File: src/rtl/cop_ctrl_pkg.sv
`timescale 1ns/1ps
package cop_ctrl_pkg;

  typedef enum logic [7:0] {
    ST_IDLE   = 8'h00,
    ST_EXEC   = 8'h01,
    ST_WIPE_D = 8'h02,
    ST_WIPE_I = 8'h03,
    ST_LOCK   = 8'hFF
  } status_e;

  localparam int NUM_SW    = 5;
  localparam int NUM_FATAL = 6;
  localparam int FATAL_LSB = 16;

  // byte offsets of the register map
  localparam int OFF_CMD    = 'h00;
  localparam int OFF_STATUS = 'h04;
  localparam int OFF_ERR    = 'h08;
  localparam int OFF_START  = 'h0C;
  localparam int OFF_CAUSE  = 'h10;
  localparam int OFF_ICNT   = 'h14;
  localparam int OFF_INTR   = 'h18;

  function automatic logic cmd_known(input logic [7:0] code);
    return (code == 8'h01) || (code == 8'h02) || (code == 8'h03);
  endfunction

endpackage

File: src/rtl/cop_ctrl_fsm.sv
`timescale 1ns/1ps
module cop_ctrl_fsm
  import cop_ctrl_pkg::*;
(
  input  logic       clk,
  input  logic       rst,
  input  logic       cmd_wr,
  input  logic [7:0] cmd_code,
  input  logic       op_done,
  input  logic       sw_err_any,
  input  logic       fatal_any,
  output status_e    status_q,
  output logic       accept,
  output logic       busy,
  output logic       go_q,
  output logic       recov_q,
  output logic       fin_q
);

  logic finish, stop_err;
  status_e status_d;

  always_comb begin
    busy     = (status_q == ST_EXEC) || (status_q == ST_WIPE_D) || (status_q == ST_WIPE_I);
    accept   = cmd_wr && (status_q == ST_IDLE) && cmd_known(cmd_code) && !fatal_any;
    finish   = busy && !fatal_any && (op_done || sw_err_any);
    stop_err = busy && !fatal_any && sw_err_any;
    status_d = status_q;
    if (fatal_any)   status_d = ST_LOCK;
    else if (accept) status_d = status_e'(cmd_code);
    else if (finish) status_d = ST_IDLE;
  end

  always_ff @(posedge clk) begin
    if (rst) begin
      status_q <= ST_IDLE;
      go_q     <= 1'b0;
      recov_q  <= 1'b0;
      fin_q    <= 1'b0;
    end else begin
      status_q <= status_d;
      go_q     <= accept;
      recov_q  <= stop_err;
      fin_q    <= finish;
    end
  end

endmodule

File: src/rtl/cop_ctrl_errs.sv
`timescale 1ns/1ps
module cop_ctrl_errs #(
  parameter int NSW = 5,
  parameter int NFT = 6
) (
  input  logic           clk,
  input  logic           rst,
  input  logic           clear,
  input  logic           capture_sw,
  input  logic [NSW-1:0] sw_err,
  input  logic [NFT-1:0] fatal_err,
  output logic [NSW-1:0] sw_bits_q,
  output logic [NFT-1:0] fatal_bits_q,
  output logic [NFT-1:0] cause_q
);

  always_ff @(posedge clk) begin
    if (rst) begin
      sw_bits_q    <= '0;
      fatal_bits_q <= '0;
      cause_q      <= '0;
    end else begin
      if (clear)           sw_bits_q <= '0;
      else if (capture_sw) sw_bits_q <= sw_bits_q | sw_err;
      if (clear) fatal_bits_q <= '0;
      else       fatal_bits_q <= fatal_bits_q | fatal_err;
      cause_q <= cause_q | fatal_err;
    end
  end

endmodule

File: src/rtl/cop_ctrl_icnt.sv
`timescale 1ns/1ps
module cop_ctrl_icnt #(
  parameter int W = 32
) (
  input  logic         clk,
  input  logic         rst,
  input  logic         clear,
  input  logic         inc,
  output logic [W-1:0] cnt_q
);

  localparam logic [W-1:0] MAXV = '1;

  always_ff @(posedge clk) begin
    if (rst || clear)                 cnt_q <= '0;
    else if (inc && (cnt_q != MAXV))  cnt_q <= cnt_q + 1'b1;
  end

endmodule

File: src/rtl/cop_ctrl.sv
`timescale 1ns/1ps
module cop_ctrl
  import cop_ctrl_pkg::*;
#(
  parameter int DATA_W = 32,
  parameter int ADDR_W = 5,
  parameter int CNT_W  = 32
) (
  input  logic                 clk,
  input  logic                 rst,
  input  logic                 reg_wr_i,
  input  logic [ADDR_W-1:0]    reg_waddr_i,
  input  logic [DATA_W-1:0]    reg_wdata_i,
  input  logic [ADDR_W-1:0]    reg_raddr_i,
  output logic [DATA_W-1:0]    reg_rdata_o,
  input  logic                 op_done_i,
  input  logic                 insn_retire_i,
  input  logic [NUM_SW-1:0]    sw_err_i,
  input  logic [NUM_FATAL-1:0] fatal_err_i,
  output logic [7:0]           status_o,
  output logic                 go_o,
  output logic [DATA_W-1:0]    start_addr_o,
  output logic                 irq_done_o,
  output logic                 alert_recov_o,
  output logic                 alert_fatal_o
);

  localparam logic [ADDR_W-1:0] A_CMD    = ADDR_W'(OFF_CMD);
  localparam logic [ADDR_W-1:0] A_STATUS = ADDR_W'(OFF_STATUS);
  localparam logic [ADDR_W-1:0] A_ERR    = ADDR_W'(OFF_ERR);
  localparam logic [ADDR_W-1:0] A_START  = ADDR_W'(OFF_START);
  localparam logic [ADDR_W-1:0] A_CAUSE  = ADDR_W'(OFF_CAUSE);
  localparam logic [ADDR_W-1:0] A_ICNT   = ADDR_W'(OFF_ICNT);
  localparam logic [ADDR_W-1:0] A_INTR   = ADDR_W'(OFF_INTR);

  status_e                status_q;
  logic                   accept, busy, go_q, recov_q, fin_q;
  logic                   sw_any, fatal_any, cmd_wr, intr_w1c, cnt_inc;
  logic [NUM_SW-1:0]      sw_bits;
  logic [NUM_FATAL-1:0]   fatal_bits, cause;
  logic [CNT_W-1:0]       cnt_q;
  logic [DATA_W-1:0]      err_word, cause_word, cnt_word, rd_d;
  logic                   irq_q, fatal_q;
  logic [DATA_W-1:0]      start_q;

  assign sw_any    = |sw_err_i;
  assign fatal_any = |fatal_err_i;
  assign cmd_wr    = reg_wr_i && (reg_waddr_i == A_CMD);
  assign intr_w1c  = reg_wr_i && (reg_waddr_i == A_INTR) && reg_wdata_i[0];
  assign cnt_inc   = (status_q == ST_EXEC) && insn_retire_i && !sw_any && !fatal_any;

  cop_ctrl_fsm u_fsm (
    .clk        (clk),
    .rst        (rst),
    .cmd_wr     (cmd_wr),
    .cmd_code   (reg_wdata_i[7:0]),
    .op_done    (op_done_i),
    .sw_err_any (sw_any),
    .fatal_any  (fatal_any),
    .status_q   (status_q),
    .accept     (accept),
    .busy       (busy),
    .go_q       (go_q),
    .recov_q    (recov_q),
    .fin_q      (fin_q)
  );

  cop_ctrl_errs #(.NSW(NUM_SW), .NFT(NUM_FATAL)) u_errs (
    .clk          (clk),
    .rst          (rst),
    .clear        (accept),
    .capture_sw   (busy),
    .sw_err       (sw_err_i),
    .fatal_err    (fatal_err_i),
    .sw_bits_q    (sw_bits),
    .fatal_bits_q (fatal_bits),
    .cause_q      (cause)
  );

  cop_ctrl_icnt #(.W(CNT_W)) u_icnt (
    .clk   (clk),
    .rst   (rst),
    .clear (accept),
    .inc   (cnt_inc),
    .cnt_q (cnt_q)
  );

  always_comb begin
    err_word = '0;
    err_word[NUM_SW-1:0] = sw_bits;
    err_word[FATAL_LSB +: NUM_FATAL] = fatal_bits;
    cause_word = '0;
    cause_word[NUM_FATAL-1:0] = cause;
    cnt_word = '0;
    cnt_word[CNT_W-1:0] = cnt_q;
    case (reg_raddr_i)
      A_STATUS: rd_d = DATA_W'(status_q);
      A_ERR:    rd_d = err_word;
      A_CAUSE:  rd_d = cause_word;
      A_ICNT:   rd_d = cnt_word;
      A_INTR:   rd_d = DATA_W'(irq_q);
      default:  rd_d = '0;
    endcase
  end

  always_ff @(posedge clk) begin
    if (rst) begin
      irq_q       <= 1'b0;
      fatal_q     <= 1'b0;
      start_q     <= '0;
      reg_rdata_o <= '0;
    end else begin
      if (fin_q)         irq_q <= 1'b1;
      else if (intr_w1c) irq_q <= 1'b0;
      if (fatal_any) fatal_q <= 1'b1;
      if (reg_wr_i && (reg_waddr_i == A_START)) start_q <= reg_wdata_i;
      reg_rdata_o <= rd_d;
    end
  end

  assign status_o      = status_q;
  assign go_o          = go_q;
  assign start_addr_o  = start_q;
  assign irq_done_o    = irq_q;
  assign alert_recov_o = recov_q;
  assign alert_fatal_o = fatal_q;

endmodule

File: config.mk
export PLATFORM = sky130hd
export DESIGN_NAME = cop_ctrl
export DESIGN_NICKNAME = d
export VERILOG_FILES = /design/src/rtl/cop_ctrl_pkg.sv /design/src/rtl/cop_ctrl_fsm.sv /design/src/rtl/cop_ctrl_errs.sv /design/src/rtl/cop_ctrl_icnt.sv /design/src/rtl/cop_ctrl.sv
export SDC_FILE = /design/constraint.sdc
export NUM_CORES = 1
export LEC_CHECK = 0
export BUFFER_PORTS_ARGS = -buffer_cell sky130_fd_sc_hd__buf_2
export CORE_UTILIZATION = 35
export DETAILED_ROUTE_END_ITERATION = 10
export SYNTH_ARGS = -nofsm -noshare
export SYNTH_HDL_FRONTEND = slang
export SYNTH_SLANG_ARGS = --single-unit
File: constraint.sdc
create_clock -name clk -period 1.84 [get_ports clk]
set_input_delay 0.368 -clock clk [delete_from_list [all_inputs] [get_ports clk]]
set_output_delay 0.368 -clock clk [all_outputs]
set_load 0.005 [all_outputs]
After elaboration in Yosys (flattened, before gate mapping):

Index checks and enable logic that the tools add are counted.

* output and inout bits: 76
* register bits: 126
* logic and storage cells: 65
* input port bits: 58

* multiplexer cells: 6
* eq/ne operators: 14
* reduce and logical (&&, ||, !) cells: 29
* bitwise operators: 3
* add/sub/neg operators: 1

Operator list (number)
* $pmux 32 s5: 1
* $add 32x1->32 const B: 1
* $eq 8x2->1 const B: 4
* $ne 32x32->1 const B: 1
* $mux 8: 3
* $eq 5x5->1 const B: 4
* $eq 8x1->1 const B: 2
* $logic_and 1x1->1: 14
* $or 6x6->6: 2
* $eq 5x4->1 const B: 2
* $logic_not 8->1: 1
* $logic_or 1x1->1: 6
* $reduce_or 6->1: 1
* $eq 5x3->1 const B: 1
* $logic_not 5->1: 1
* $or 5x5->5: 1
* $reduce_or 5->1: 1
* $reduce_bool 3->1: 1
* $logic_not 1->1: 2
* $mux 1: 2
* $reduce_bool 2->1: 1
* $reduce_or 2->1: 1

Depth between registers and ports, before layout:

* depth after elaboration: 8
* mapped depth: 8
* mapped depth without buffers: 5

Cells and area by module:

A second synthesis with hierarchy kept.

* cells, all modules: 582
* area total of the unflattened synthesis: 5218.8 um2

Modules (own cells, without submodules)
* cop_ctrl: times used 1, area each 2615.0 um2, seq. area each 1321.3 um2, cells each 292
* cop_ctrl_icnt: times used 1, area each 1681.6 um2, seq. area each 640.6 um2, cells each 189
* cop_ctrl_errs: times used 1, area each 491.7 um2, seq. area each 340.3 um2, cells each 53
* cop_ctrl_fsm: times used 1, area each 430.4 um2, seq. area each 220.2 um2, cells each 48

Worst setup path before layout:

No wires, ideal clock.

* kind: input to register
* from: input port sw_err_i[2]
* to: register u_icnt.cnt_q[20]
* data required time: 1.770 ns
* slack: -0.124 ns
* arrival time: 1.894 ns
* stages on the path: 6
* path buffers: 1
* library setup time: 0.070 ns
* cell sequence: nor4_1 -> and3b_1 -> nand3_1 -> clkbuf_1 -> or4_1 -> a21oi_1

* cells in the longest elaborated chain, start to end: 5

RTL lines
* start, declared: RTL line cop_ctrl.sv:18 `input logic [NUM_SW-1:0] sw_err_i,`
* $reduce_or 5->1: RTL line cop_ctrl.sv:46 `assign sw_any = |sw_err_i;`
* $logic_not 1->1: RTL line cop_ctrl.sv:50 `assign cnt_inc = (status_q == ST_EXEC) && insn_retire_i && !sw_any && !fatal_any;`
* $logic_and 1x1->1 (2 in a row): RTL line cop_ctrl.sv:50
* $logic_and 1x1->1: RTL line cop_ctrl_icnt.sv:16 `else if (inc && (cnt_q != MAXV)) cnt_q <= cnt_q + 1'b1;`
* end signal, assigned: RTL line cop_ctrl_icnt.sv:16
* end, declared: RTL line cop_ctrl_icnt.sv:9 `output logic [W-1:0] cnt_q`

Every way passes these cells.
A chain may end at the register's enable or synchronous reset.

Worst setup path after layout:

* from: register u_fsm.status_q[4]
* to: register u_icnt.cnt_q[29]

* cells in the longest elaborated chain, start to end: 5
* elaborated cells between the ends (all ways): 10
* classes of those cells: eq/ne (1); reduce/logical (9)

RTL lines
* start, declared: RTL line cop_ctrl_fsm.sv:12 `output status_e status_q,`
* start signal, assigned: RTL line cop_ctrl_fsm.sv:41 `status_q <= status_d;`
* $eq 8x1->1 / $logic_not 8->1 (equally long branches): RTL line cop_ctrl.sv:50, cop_ctrl_fsm.sv:25
* $logic_and 1x1->1, on equally long branches (3 in a row): RTL line cop_ctrl.sv:50, cop_ctrl_fsm.sv:25
* $logic_and 1x1->1 / $logic_or 1x1->1 (equally long branches): RTL line cop_ctrl_icnt.sv:16, cop_ctrl_icnt.sv:15

Parallel ways exist; a longest one is shown, timed or not.

==> reports/summary.txt <==
Reg area: 0.002545 mm2
IO Port Bufs: 133
Max stage delay on crit path: 0.35 ns
Pin count of the biggest net entering global routing: 33
Slew HR: 53.84%
Leakage power: 3.347 nW
Final HPWL DP: 11.06 mm
Power per Cell Area: 804.0 mW/mm2
Number of max-cap violations: 0
Num rows: 43
WP buf/inv: 2
DR pass1 iterations: 7
Post-Route Skew: 0.006882 ns
Min Tclk post-route: 2.068 ns
Register share of total power: 43.8%
Total CTS buffers: 17
CP max FO: 8
Largest family of logic cells by synthesized area: simple AND/OR/NAND/NOR gates
Slowest cell on crit path: nor4_4
Root Driver: clkbuf_16
Simple-gate area share of the yosys netlist: 29.18%
Kind of critical path: flip-flop to flip-flop
Synth Register Bits: 126
Status: finished with violations
Global-route wire length before repair: 24.10 mm
FMAX: 483.6 MHz
Syn Nets: 628
Mux cell area share after synthesis: 1.400%
GRT overflow: 0
Top delay family on crit path: simple AND/OR/NAND/NOR gates
Nets@finish: 872
CTS Sinks: 126
CP required: 2.14 ns
CTS tree: yes
Routed WL per cell: 16.18 um
Synth Warn #: 0
P_int: 4.796 mW
Post-Synth Adder-Cell Area: 0.2500%
H-tree levels: 4
Average size of a mapped cell: 8.796 um2
Final GP Congestion: 0.9093
Vias per Instance: 5.275
Synth Instances: 569
Switching power: 1.558 mW
RSZ-0062 raised after global routing: true
Max rail drop VDD: 0.4904 mV
Top FF cell, synth: dfxtp_1
Placement Cell Area: 0.006664 mm2
Final worst setup slack: -0.2280 ns
Startpoint types: flip-flop
DR iter-0 viols: 230
IO Count: 134
Vias: 5312
Max clock buf depth: 2
Initial Util: 35.92%
Dpl cells: 953
Setup crit end kind: flip-flop
Compound-Gate Fraction of Synth Area: 16.03%
Critical Path, Cell by Cell: nor4_4, and4_4, buf_4, nand4_4, buf_4, o41ai_1, a21oi_2
Clk pwr share: 50.4%
Violated checks: setup timing
Most frequent CP cell: buf_4
Cell variety after synth: 48
Total power: 6.355 mW
Post-route insts no fill: 1007
Post-CTS Hold Buffers: 0
Async set-reset flop share out of synthesis: 0%
Hold Crit Class: input pin to flip-flop
Die height: 121.6 um
Layout area overhead: 57.92%
Fillers: 1231
Area of the multi-input gates: 0.002720 mm2
Post-route cell area: 0.007904 mm2
Synth Cell Area: 0.005005 mm2
# DRC: 0
Sw Ratio: 24.52%
Commonest non-fill, non-tap cell in the layout: buf_2
Die width: 121.6 um
XOR/XNOR share of the synthesized area: 0%
Worst-path clk slew: 0.06 ns
Final period util: 112.4%
Die area: 0.01478 mm2
Slew @ Worst Pin: 0.6924 ns
Layout cells sized above 1: 46.13%
Final ANT Viol Nets: 0
Crit path DAT: 2.37 ns
Final wirelength: 16.29 mm
Register area share after synthesis: 50.40%
Endpoints failing setup: 43
Total track usage: 21.28%
Fin. Hold Viols: 0
Later-pin clock latency in the skew report: 0.42 ns
Comb pwr share: 5.8%
Final Slew Violations: 0
Post-synth EDFFs: 0
Most frequent cells in the layout: 133 x buf_2, 114 x dfxtp_1, 103 x buf_4, 78 x nand2_1, 50 x a21oi_1
Core Area: 0.01393 mm2
Vias in the first global route: 4972
Antenna violations before repair: 1
## cells by family (layout without fill, tap and decap cells)
group           Yosys count  in the layout
other cells               0              1
fa+ha+maj                 1              1
simple gates            269            270
flops                   126            126
mux                       7              7
buf+inv                  36            292
compound gates          130            130
## power by group through the flow
stage / registers (mW) / logic [mW] / clock network (mW)
detailed placement: 2.84 / 0.307 / 0
global placement: 2.84 / 0.302 / 0
CTS: 2.78 / 0.333 / 3.26
global route: 2.79 / 0.399 / 3.37
floorplan: 2.85 / 0.104 / 0
finish: 2.78 / 0.372 / 3.20
## synth_stat cells (2+ instances only)
cell	number	area [um2]
and3_1	7	43.79
o21ai_0	4	20.02
inv_1	2	7.510
a221o_1	2	20.02
dfxtp_1	126	2522
buf_2	2	10.01
a22oi_1	6	45.04
o31ai_1	26	195.2
nor2b_1	3	18.77
a21o_1	6	45.04
and4b_1	2	20.02
nor4_4	2	42.54
and3b_1	3	26.28
or4b_1	2	20.02
o41ai_1	2	17.52
or4_1	28	210.2
and2_1	24	150.1
nor4_2	2	25.02
nand4_1	9	56.30
nand2_1	79	296.5
or3_1	3	18.77
clkbuf_1	32	120.1
nor4_1	5	31.28
nand3_1	20	100.1
nand4_2	2	25.02
a21oi_1	74	370.4
mux2i_1	7	70.07
nor3_1	9	45.04
nand4b_1	3	26.28
a221oi_1	4	35.03
nor2_1	56	210.2
## stage by stage
stage,setup TNS [ns],hold slack [ns],setup WS [ns],util (%)
5_1_grt,-8.584,0.1759,-0.2982,56.70
4_1_cts,-3.070,0.1607,-0.1437,53.61
3_3_place_gp,-8.208,0.4256,-0.2781,47.82
2_1_floorplan,-0.6112,0.4130,-0.05405,-
3_5_place_dp,-9.807,0.4463,-0.3627,47.82
6_report,-5.926,0.1784,-0.2280,56.72
## sequential cells by signal, indices dropped and copies added (netlist names)
signal,cells
u_fsm.fin_q,1
u_errs.cause_q,6
u_errs.sw_bits_q,5
u_errs.fatal_bits_q,6
alert_fatal_o,1
reg_rdata_o,32
u_icnt.cnt_q,32
start_addr_o,32
u_fsm.go_q,1
irq_done_o,1
u_fsm.status_q,8
u_fsm.recov_q,1
## per-layer routing
layer	share of wire (%)	track usage, %	vias up
met5	0	0	-
met4	3.1	10.34	0
met3	6.9	5.993	42
met2	50	36.47	207
met1	40	24.27	2505
li1	-	-	2558
## worst register-to-register path: cells and delay by family, from the launching register on
kind	cells	cell delay, ns
AOI/OAI and AO/OA	2	0.46
buffers and inverters	2	0.33
DFF	1	0.33
and+or+nand+nor	3	0.82
## worst paths after layout
check                                                     from                            end  slack (ns)  cells past startpoint
worst min register to register   start_addr_o[14]$_SDFFE_PP0P_  start_addr_o[14]$_SDFFE_PP0P_        0.45                      2
worst max-delay path            u_fsm.status_q[4]$_SDFFE_PP0P_  u_icnt.cnt_q[29]$_SDFFE_PP0P_       -0.23                      7
worst min-delay path                           reg_wdata_i[14]  start_addr_o[14]$_SDFFE_PP0P_        0.18                      3
worst max register to register  u_fsm.status_q[4]$_SDFFE_PP0P_  u_icnt.cnt_q[29]$_SDFFE_PP0P_       -0.23                      7
## repair_timing
item / 4_1_cts / 5_1_grt
setup buffers: 9 / 9
gates cloned: 2 / 6
endpoints found under the setup margin: 45 / 46
resized for setup: 21 / 74
pin swaps: 25 / 26
## final cells by class
class                           instances  share of cell area, %
Timing Repair Buffer                  258                  23.16
Tap cell                              180                  2.849
Antenna cell                            1                0.03166
Sequential cell                       126                  32.20
Multi-Input combinational cell        408                  34.42
Inverter                                2                0.09498
Clock buffer                           18                  5.699
Clock inverter                         14                  1.551
(Power assumes the default switching activity.)
